**config.mk**
```make
export PLATFORM = sky130hd
export DESIGN_NAME = comb_seq_gen
export DESIGN_NICKNAME = d
export VERILOG_FILES = /design/src/rtl/comb_seq_pkg.sv /design/src/rtl/comb_first.sv /design/src/rtl/comb_tzc.sv /design/src/rtl/comb_succ.sv /design/src/rtl/comb_seq_gen.sv
export SDC_FILE = /design/constraint.sdc
export NUM_CORES = 1
export LEC_CHECK = 0
export BUFFER_PORTS_ARGS = -buffer_cell sky130_fd_sc_hd__buf_4
export CELL_PAD_IN_SITES_DETAIL_PLACEMENT = 1
export CELL_PAD_IN_SITES_GLOBAL_PLACEMENT = 1
export CORE_ASPECT_RATIO = 0.8
export CORE_MARGIN = 4
export CORE_UTILIZATION = 51
export DETAILED_ROUTE_END_ITERATION = 8
export PLACE_DENSITY_LB_ADDON = 0.1
export SYNTH_ARGS = -nofsm -noshare
export SYNTH_HDL_FRONTEND = slang
export SYNTH_HIERARCHICAL = 1
export SYNTH_SLANG_ARGS = --single-unit
```
**constraint.sdc**
```tcl
create_clock -name clk_i -period 8.5 [get_ports clk_i]
set_input_delay 0.85 -clock clk_i [delete_from_list [all_inputs] [get_ports clk_i]]
set_output_delay 0.85 -clock clk_i [all_outputs]
set_load 0.01 [all_outputs]
```
**src/rtl/comb_seq_pkg.sv**
```systemverilog
package comb_seq_pkg;
  typedef enum logic [1:0] {
    ST_IDLE = 2'd0,
    ST_RUN  = 2'd1,
    ST_DONE = 2'd2
  } seq_state_e;
endpackage

```
**src/rtl/comb_first.sv**
```systemverilog
// Mask with the k lowest bits set
module comb_first #(
  parameter int W  = 40,
  parameter int KW = $clog2(W + 1)
) (
  input  logic [KW-1:0] k_i,
  output logic [W-1:0]  mask_o
);
  for (genvar i = 0; i < W; i++) begin : g_bit
    assign mask_o[i] = (k_i > KW'(i));
  end
endmodule

```
**src/rtl/comb_tzc.sv**
```systemverilog
// Trailing zero count; zero_o flags an all-zero input
module comb_tzc #(
  parameter int W  = 40,
  parameter int CW = $clog2(W)
) (
  input  logic [W-1:0]  vec_i,
  output logic [CW-1:0] cnt_o,
  output logic          zero_o
);
  always_comb begin
    cnt_o = '0;
    for (int i = W - 1; i >= 0; i--) begin
      if (vec_i[i]) cnt_o = CW'(i);
    end
  end
  assign zero_o = ~|vec_i;
endmodule

```
**src/rtl/comb_succ.sv**
```systemverilog
// Next larger word of equal weight, single cycle.
// final_o: no successor exists (carry out of the top, or empty word).
module comb_succ #(
  parameter int W = 40
) (
  input  logic [W-1:0] cur_i,
  output logic [W-1:0] nxt_o,
  output logic         final_o
);
  localparam int CW = (W > 1) ? $clog2(W) : 1;

  logic [W-1:0]  low_bit;
  logic [W-1:0]  sum;
  logic          carry;
  logic [W-1:0]  moved;
  logic [W-1:0]  refill;
  logic [CW-1:0] tz;
  logic          empty;
  logic [CW:0]   sh;

  comb_tzc #(.W(W), .CW(CW)) u_tzc (
    .vec_i  (cur_i),
    .cnt_o  (tz),
    .zero_o (empty)
  );

  assign low_bit      = cur_i & (~cur_i + 1'b1);
  assign {carry, sum} = {1'b0, cur_i} + {1'b0, low_bit};
  // bits of the lowest run plus the bit it carried into
  assign moved        = sum ^ cur_i;
  assign sh           = {1'b0, tz} + (CW + 1)'(2);
  assign refill       = moved >> sh;
  assign nxt_o        = sum | refill;
  assign final_o      = carry | empty;
endmodule

```
**src/rtl/comb_seq_gen.sv**
```systemverilog
module comb_seq_gen
  import comb_seq_pkg::*;
#(
  parameter int W = 40
) (
  input  logic                   clk_i,
  input  logic                   rst_ni,
  input  logic                   start_i,
  input  logic [$clog2(W+1)-1:0] k_i,
  input  logic                   ready_i,
  output logic                   valid_o,
  output logic [W-1:0]           word_o,
  output logic                   last_o,
  output logic                   done_o
);
  localparam int KW = $clog2(W + 1);

  seq_state_e    state_q;
  logic [W-1:0]  word_q;
  logic [KW-1:0] k_q;
  logic [KW-1:0] k_eff;
  logic [W-1:0]  first_word;
  logic [W-1:0]  next_word;
  logic          is_final;

  assign k_eff = (k_i > KW'(W)) ? KW'(W) : k_i;

  comb_first #(.W(W), .KW(KW)) u_first (
    .k_i    (k_eff),
    .mask_o (first_word)
  );

  comb_succ #(.W(W)) u_succ (
    .cur_i   (word_q),
    .nxt_o   (next_word),
    .final_o (is_final)
  );

  always_ff @(posedge clk_i or negedge rst_ni) begin
    if (!rst_ni) begin
      state_q <= ST_IDLE;
      word_q  <= '0;
      k_q     <= '0;
    end else if (start_i) begin
      state_q <= ST_RUN;
      word_q  <= first_word;
      k_q     <= k_eff;
    end else if (state_q == ST_RUN && ready_i) begin
      if (is_final) state_q <= ST_DONE;
      else          word_q  <= next_word;
    end
  end

  assign valid_o = (state_q == ST_RUN);
  assign done_o  = (state_q == ST_DONE);
  assign last_o  = valid_o & is_final;
  assign word_o  = word_q;
endmodule

```
==> tab_implementation.tex <==
\begin{tabular}{lr}
\hline
Metric & Value \\
\hline
\multicolumn{2}{l}{\textbf{Run status}} \\
Result of the run & finished clean \\
\multicolumn{2}{l}{\textbf{Drt}} \\
DRC violations left & 0 \\
Met2 routed WL & 17800 µm \\
Routed met3 length & 6110 µm \\
Vias per std cell & between 7 and 8 \\
First-pass detailed-route iteration total & 8 \\
Wire length on met1 & 18900 µm \\
Violation count after the first detailed-route iteration & 2054 \\
Routed wire length & 44200 µm \\
Drt wl/cell & 30.2 µm \\
Number of vias after detailed routing & around 11000 \\
Uppermost signal routing layer after detailed routing & met5 \\
Antenna Violating Nets Remaining & 0 \\
\multicolumn{2}{l}{\textbf{CTS}} \\
Number of buffers created by CTS & 5 \\
Clock slew seen by the registers of the worst setup and hold paths & approximately 70 ps \\
Number of sinks driven by the clock tree & 42 \\
TritonCTS clock tree & yes \\
Total of cells resized after clock tree synthesis & 0 \\
Number of buffers inserted by hold repair at cts & 0 \\
Root buffer selected by CTS & sky130\_fd\_sc\_hd\_\_clkbuf\_16 \\
H-tree depth & 2 \\
Max Buffers Root-to-Sink & 2 \\
Clock latency at the later pin of the worst-skew pair & about 290 ps \\
Number of buffers inserted to repair setup after CTS & 0 \\
\multicolumn{2}{l}{\textbf{Critical path}} \\
Endpoint arrival time on the critical path & 6120 ps \\
Slowest library cell on the worst path & sky130\_fd\_sc\_hd\_\_dfrtp\_1 \\
Data required time at the worst endpoint & 8670 ps \\
Element type at the critical path end & flop \\
Type of the worst setup path & reg2reg \\
Critical path origin & word\_o[35]\$\_DFFE\_PN0P\_ \\
R2R Path Start & word\_o[35]\$\_DFFE\_PN0P\_ \\
Critical path buffers and inverters & 3 \\
Critical Path Max Stage Delay & 820 ps \\
Cell family with the largest share of critical-path delay & compound AO/OA/AOI/OAI gates \\
Max FO, Critical Path & 41 \\
Type of element launching the critical path & flop \\
Critical path cell sequence & nor3\_1, o31ai\_1, a211oi\_1, o32ai\_4, buf\_4, clkinv\_1, buf\_4, a221oi\_1, a31oi\_1, mux2\_2, nor2\_1, a211oi\_1, a2111oi\_0, o221ai\_1, mux2\_2, mux2\_4 \\
\multicolumn{2}{l}{\textbf{Power}} \\
Static leakage & approximately 3.8 nW \\
Internal portion of total power & about 0.94 mW \\
Max VDD drop & around 140 µV \\
PwrDens & 222 mW/mm² \\
Fraction of power consumed by combinational cells & about two thirds \\
Clk network pwr share & 8.9\% \\
Net switching power & 1.23 mW \\
Switching share of power & 56.7\% \\
Register share of total power & 24.3\% \\
\multicolumn{2}{l}{\textbf{Timing}} \\
Least setup slack across all paths after layout & 2550 ps \\
Unrepaired setup endpoints after global routing & false \\
Least-Margin Pin Slew & 1210 ps \\
Final sum of negative setup slack & 0 ps \\
Headroom to the max-slew limit & 18.3\% \\
Worst-case clock skew & about 13 ps \\
Final critical delay including setup and external delays & 5950 ps \\
Tcrit/Tclk final & 70.0\% \\
Fmax & roughly 170 MHz \\
Number of failing hold endpoints at the final stage & 0 \\
Final max-slew violation count & 0 \\
Final setup violating endpoints & 0 \\
\multicolumn{2}{l}{\textbf{Logic synthesis}} \\
Main flop type after synthesis & sky130\_fd\_sc\_hd\_\_dfrtp\_1 \\
Total standard cell area after synthesis & 0.00928 mm² \\
Mapped Avg Cell Area & 7.37 µm² \\
Mapped Nets & 1268 \\
Cells after Synth & between 1000 and 1500 \\
Number of warnings printed during yosys synthesis & 6 \\
Synthesis-stage register bit count & 42 \\
Number of synthesized flops with an enable pin & 0 \\
Part of the Yosys area used for sequential elements & 11.3\% \\
Share of synthesized flip-flops with an asynchronous set or reset & 100\% \\
Number of distinct standard cells referenced by the synthesized netlist & just over 100 \\
\multicolumn{2}{l}{\textbf{Finish}} \\
Most common cell after layout, fill and taps aside & sky130\_fd\_sc\_hd\_\_nand2\_1 \\
Growth of design area from synthesis to finish & 5.48\% \\
\# nets final & approximately 1300 \\
Layout cells sized above 1 & between 10\% and 20\% \\
Most frequent cells in the layout & sky130\_fd\_sc\_hd\_\_nand2\_1, sky130\_fd\_sc\_hd\_\_nor2\_1, sky130\_fd\_sc\_hd\_\_o21ai\_0 \\
Ant. Diodes & 0 \\
\multicolumn{2}{l}{\textbf{Floorplanning}} \\
Row count & 43 \\
Die Span X & between 150 and 200 µm \\
Initial cell density of the core & 52.7\% \\
Die H & 129 µm \\
Std-Cell Core Area & 0.0176 mm² \\
Number of top-level pins & 53 \\
Die area & slightly above 0.02 mm² \\
\multicolumn{2}{l}{\textbf{Placement}} \\
Half-perimeter wire length after placement & 33900 µm \\
Worst setup slack after placement & approximately 2800 ps \\
Count of buffers from port buffering & 52 \\
Gpl congestion & 1.03 \\
\multicolumn{2}{l}{\textbf{Min path}} \\
Worst min-delay path class & in2async \\
\multicolumn{2}{l}{\textbf{Global routing}} \\
Via count of the first global-routing pass & 10559 \\
Global Route Usage Sum & 41.8\% \\
Global-route congestion overflow total & 0 \\
Initial antenna violation count & 1 \\
Global-route wire length before repair & 67300 µm \\
Pin count of the biggest net entering global routing & 44 \\
\multicolumn{2}{l}{\textbf{Job}} \\
Max Cap Viol & 0 \\
\hline
\end{tabular}
## power by group through the flow
| stage | clock network [mW] | logic [mW] | registers [mW] |
|---|---|---|---|
| 2_1_floorplan | 0 | 0.942 | 0.389 |
| 3_3_place_gp | 0 | 1.34 | 0.510 |
| 3_5_place_dp | 0 | 1.37 | 0.512 |
| 4_1_cts | 0.192 | 1.38 | 0.510 |
| 5_1_grt | 0.203 | 1.52 | 0.541 |
| 6_report | 0.194 | 1.45 | 0.527 |
## sequential cells by signal, summed over array words and instances (netlist names)
| name | flops |
|---|---|
| word_o | 40 |
| state_q | 2 |
## cells in the mapped netlist (8+ instances only)
| library cell | number | share of area, % |
|---|---|---|
| sky130_fd_sc_hd__nand2_1 | 116 | 4.7 |
| sky130_fd_sc_hd__a211o_1 | 23 | 2.2 |
| sky130_fd_sc_hd__xor2_1 | 12 | 1.1 |
| sky130_fd_sc_hd__mux4_2 | 15 | 3.6 |
| sky130_fd_sc_hd__a211oi_1 | 15 | 1.2 |
| sky130_fd_sc_hd__o21ai_0 | 78 | 4.2 |
| sky130_fd_sc_hd__mux2_2 | 49 | 5.9 |
| sky130_fd_sc_hd__mux2_4 | 40 | 6.5 |
| sky130_fd_sc_hd__and2_1 | 24 | 1.6 |
| sky130_fd_sc_hd__o221ai_1 | 10 | 0.94 |
| sky130_fd_sc_hd__nor2_1 | 113 | 4.6 |
| sky130_fd_sc_hd__nor2b_1 | 12 | 0.81 |
| sky130_fd_sc_hd__dfrtp_1 | 42 | 11 |
| sky130_fd_sc_hd__or2_2 | 15 | 1.0 |
| sky130_fd_sc_hd__a221oi_1 | 9 | 0.85 |
| sky130_fd_sc_hd__nand2b_1 | 20 | 1.3 |
| sky130_fd_sc_hd__nor4_1 | 28 | 1.9 |
| sky130_fd_sc_hd__a21boi_0 | 12 | 0.97 |
| sky130_fd_sc_hd__nand3_1 | 49 | 2.6 |
| sky130_fd_sc_hd__a21oi_1 | 62 | 3.3 |
| sky130_fd_sc_hd__and3_1 | 22 | 1.5 |
| sky130_fd_sc_hd__a31oi_1 | 26 | 1.8 |
| sky130_fd_sc_hd__or4_1 | 8 | 0.65 |
| sky130_fd_sc_hd__inv_1 | 38 | 1.5 |
| sky130_fd_sc_hd__or3_1 | 13 | 0.88 |
| sky130_fd_sc_hd__buf_6 | 12 | 1.5 |
| sky130_fd_sc_hd__o2111ai_1 | 9 | 0.85 |
| sky130_fd_sc_hd__clkbuf_1 | 66 | 2.7 |
| sky130_fd_sc_hd__o31ai_1 | 13 | 1.1 |
| sky130_fd_sc_hd__nand4_1 | 11 | 0.74 |
| sky130_fd_sc_hd__o211ai_1 | 11 | 0.89 |
| sky130_fd_sc_hd__mux2i_1 | 24 | 2.6 |
| sky130_fd_sc_hd__xnor2_1 | 14 | 1.3 |
| sky130_fd_sc_hd__nor3_1 | 45 | 2.4 |
| sky130_fd_sc_hd__a21o_1 | 20 | 1.6 |
| sky130_fd_sc_hd__o21a_1 | 13 | 1.1 |
## layout make-up
| class | count | area, µm² |
|---|---|---|
| inverters | 39 | 146 |
| multi-input cells | 1081 | 7640 |
| fillers | 2261 | 7810 |
| flip-flops and latches | 42 | 1050 |
| repair buffers | 71 | 533 |
| clock buffers | 5 | 125 |
| well taps | 225 | 282 |
| clock inverters | 2 | 10.0 |
## kinds of logic after synthesis
family | synth area share [%]
xor+xnor | 2.45
buf+inv | 6.69
compound gates | 31.2
flops | 11.3
simple gates | 29.7
mux | 18.7
## layer usage
layer  global-route usage (%)  up-vias
met2                     61.2      872
li1                         -     4775
met1                     61.1     5528
met5                        0        -
met4                     10.7        2
met3                     11.3      119
## per-stage QoR
stage	cell area (µm²)	hold WS (ps)	cells	utilization, %	total power [mW]
6_report	9790	571	1465	55.6	2.17
5_1_grt	9790	609	1465	55.6	2.26
4_1_cts	9790	588	1465	55.6	2.08
3_5_place_dp	9650	575	1458	54.9	1.88
3_3_place_gp	9650	546	1458	54.9	1.85
2_1_floorplan	9280	513	1258	-	1.33
## path summary, 6_finish.rpt
| check | to | slack [ps] | depth (start not counted) |
|---|---|---|---|
| worst min register to register | state_q[0]$_DFFE_PN0P_ | 590 | 2 |
| worst max-delay path | word_o[6]$_DFFE_PN0P_ | 2550 | 16 |
| worst min-delay path | word_o[31]$_DFFE_PN0P_ | 570 | 1 |
| max in group asynchronous | word_o[1]$_DFFE_PN0P_ | 7520 | 1 |
| worst max register to register | word_o[6]$_DFFE_PN0P_ | 2550 | 16 |
| min in group clk_i | state_q[0]$_DFFE_PN0P_ | 590 | 2 |
(Power assumes the default switching activity.)
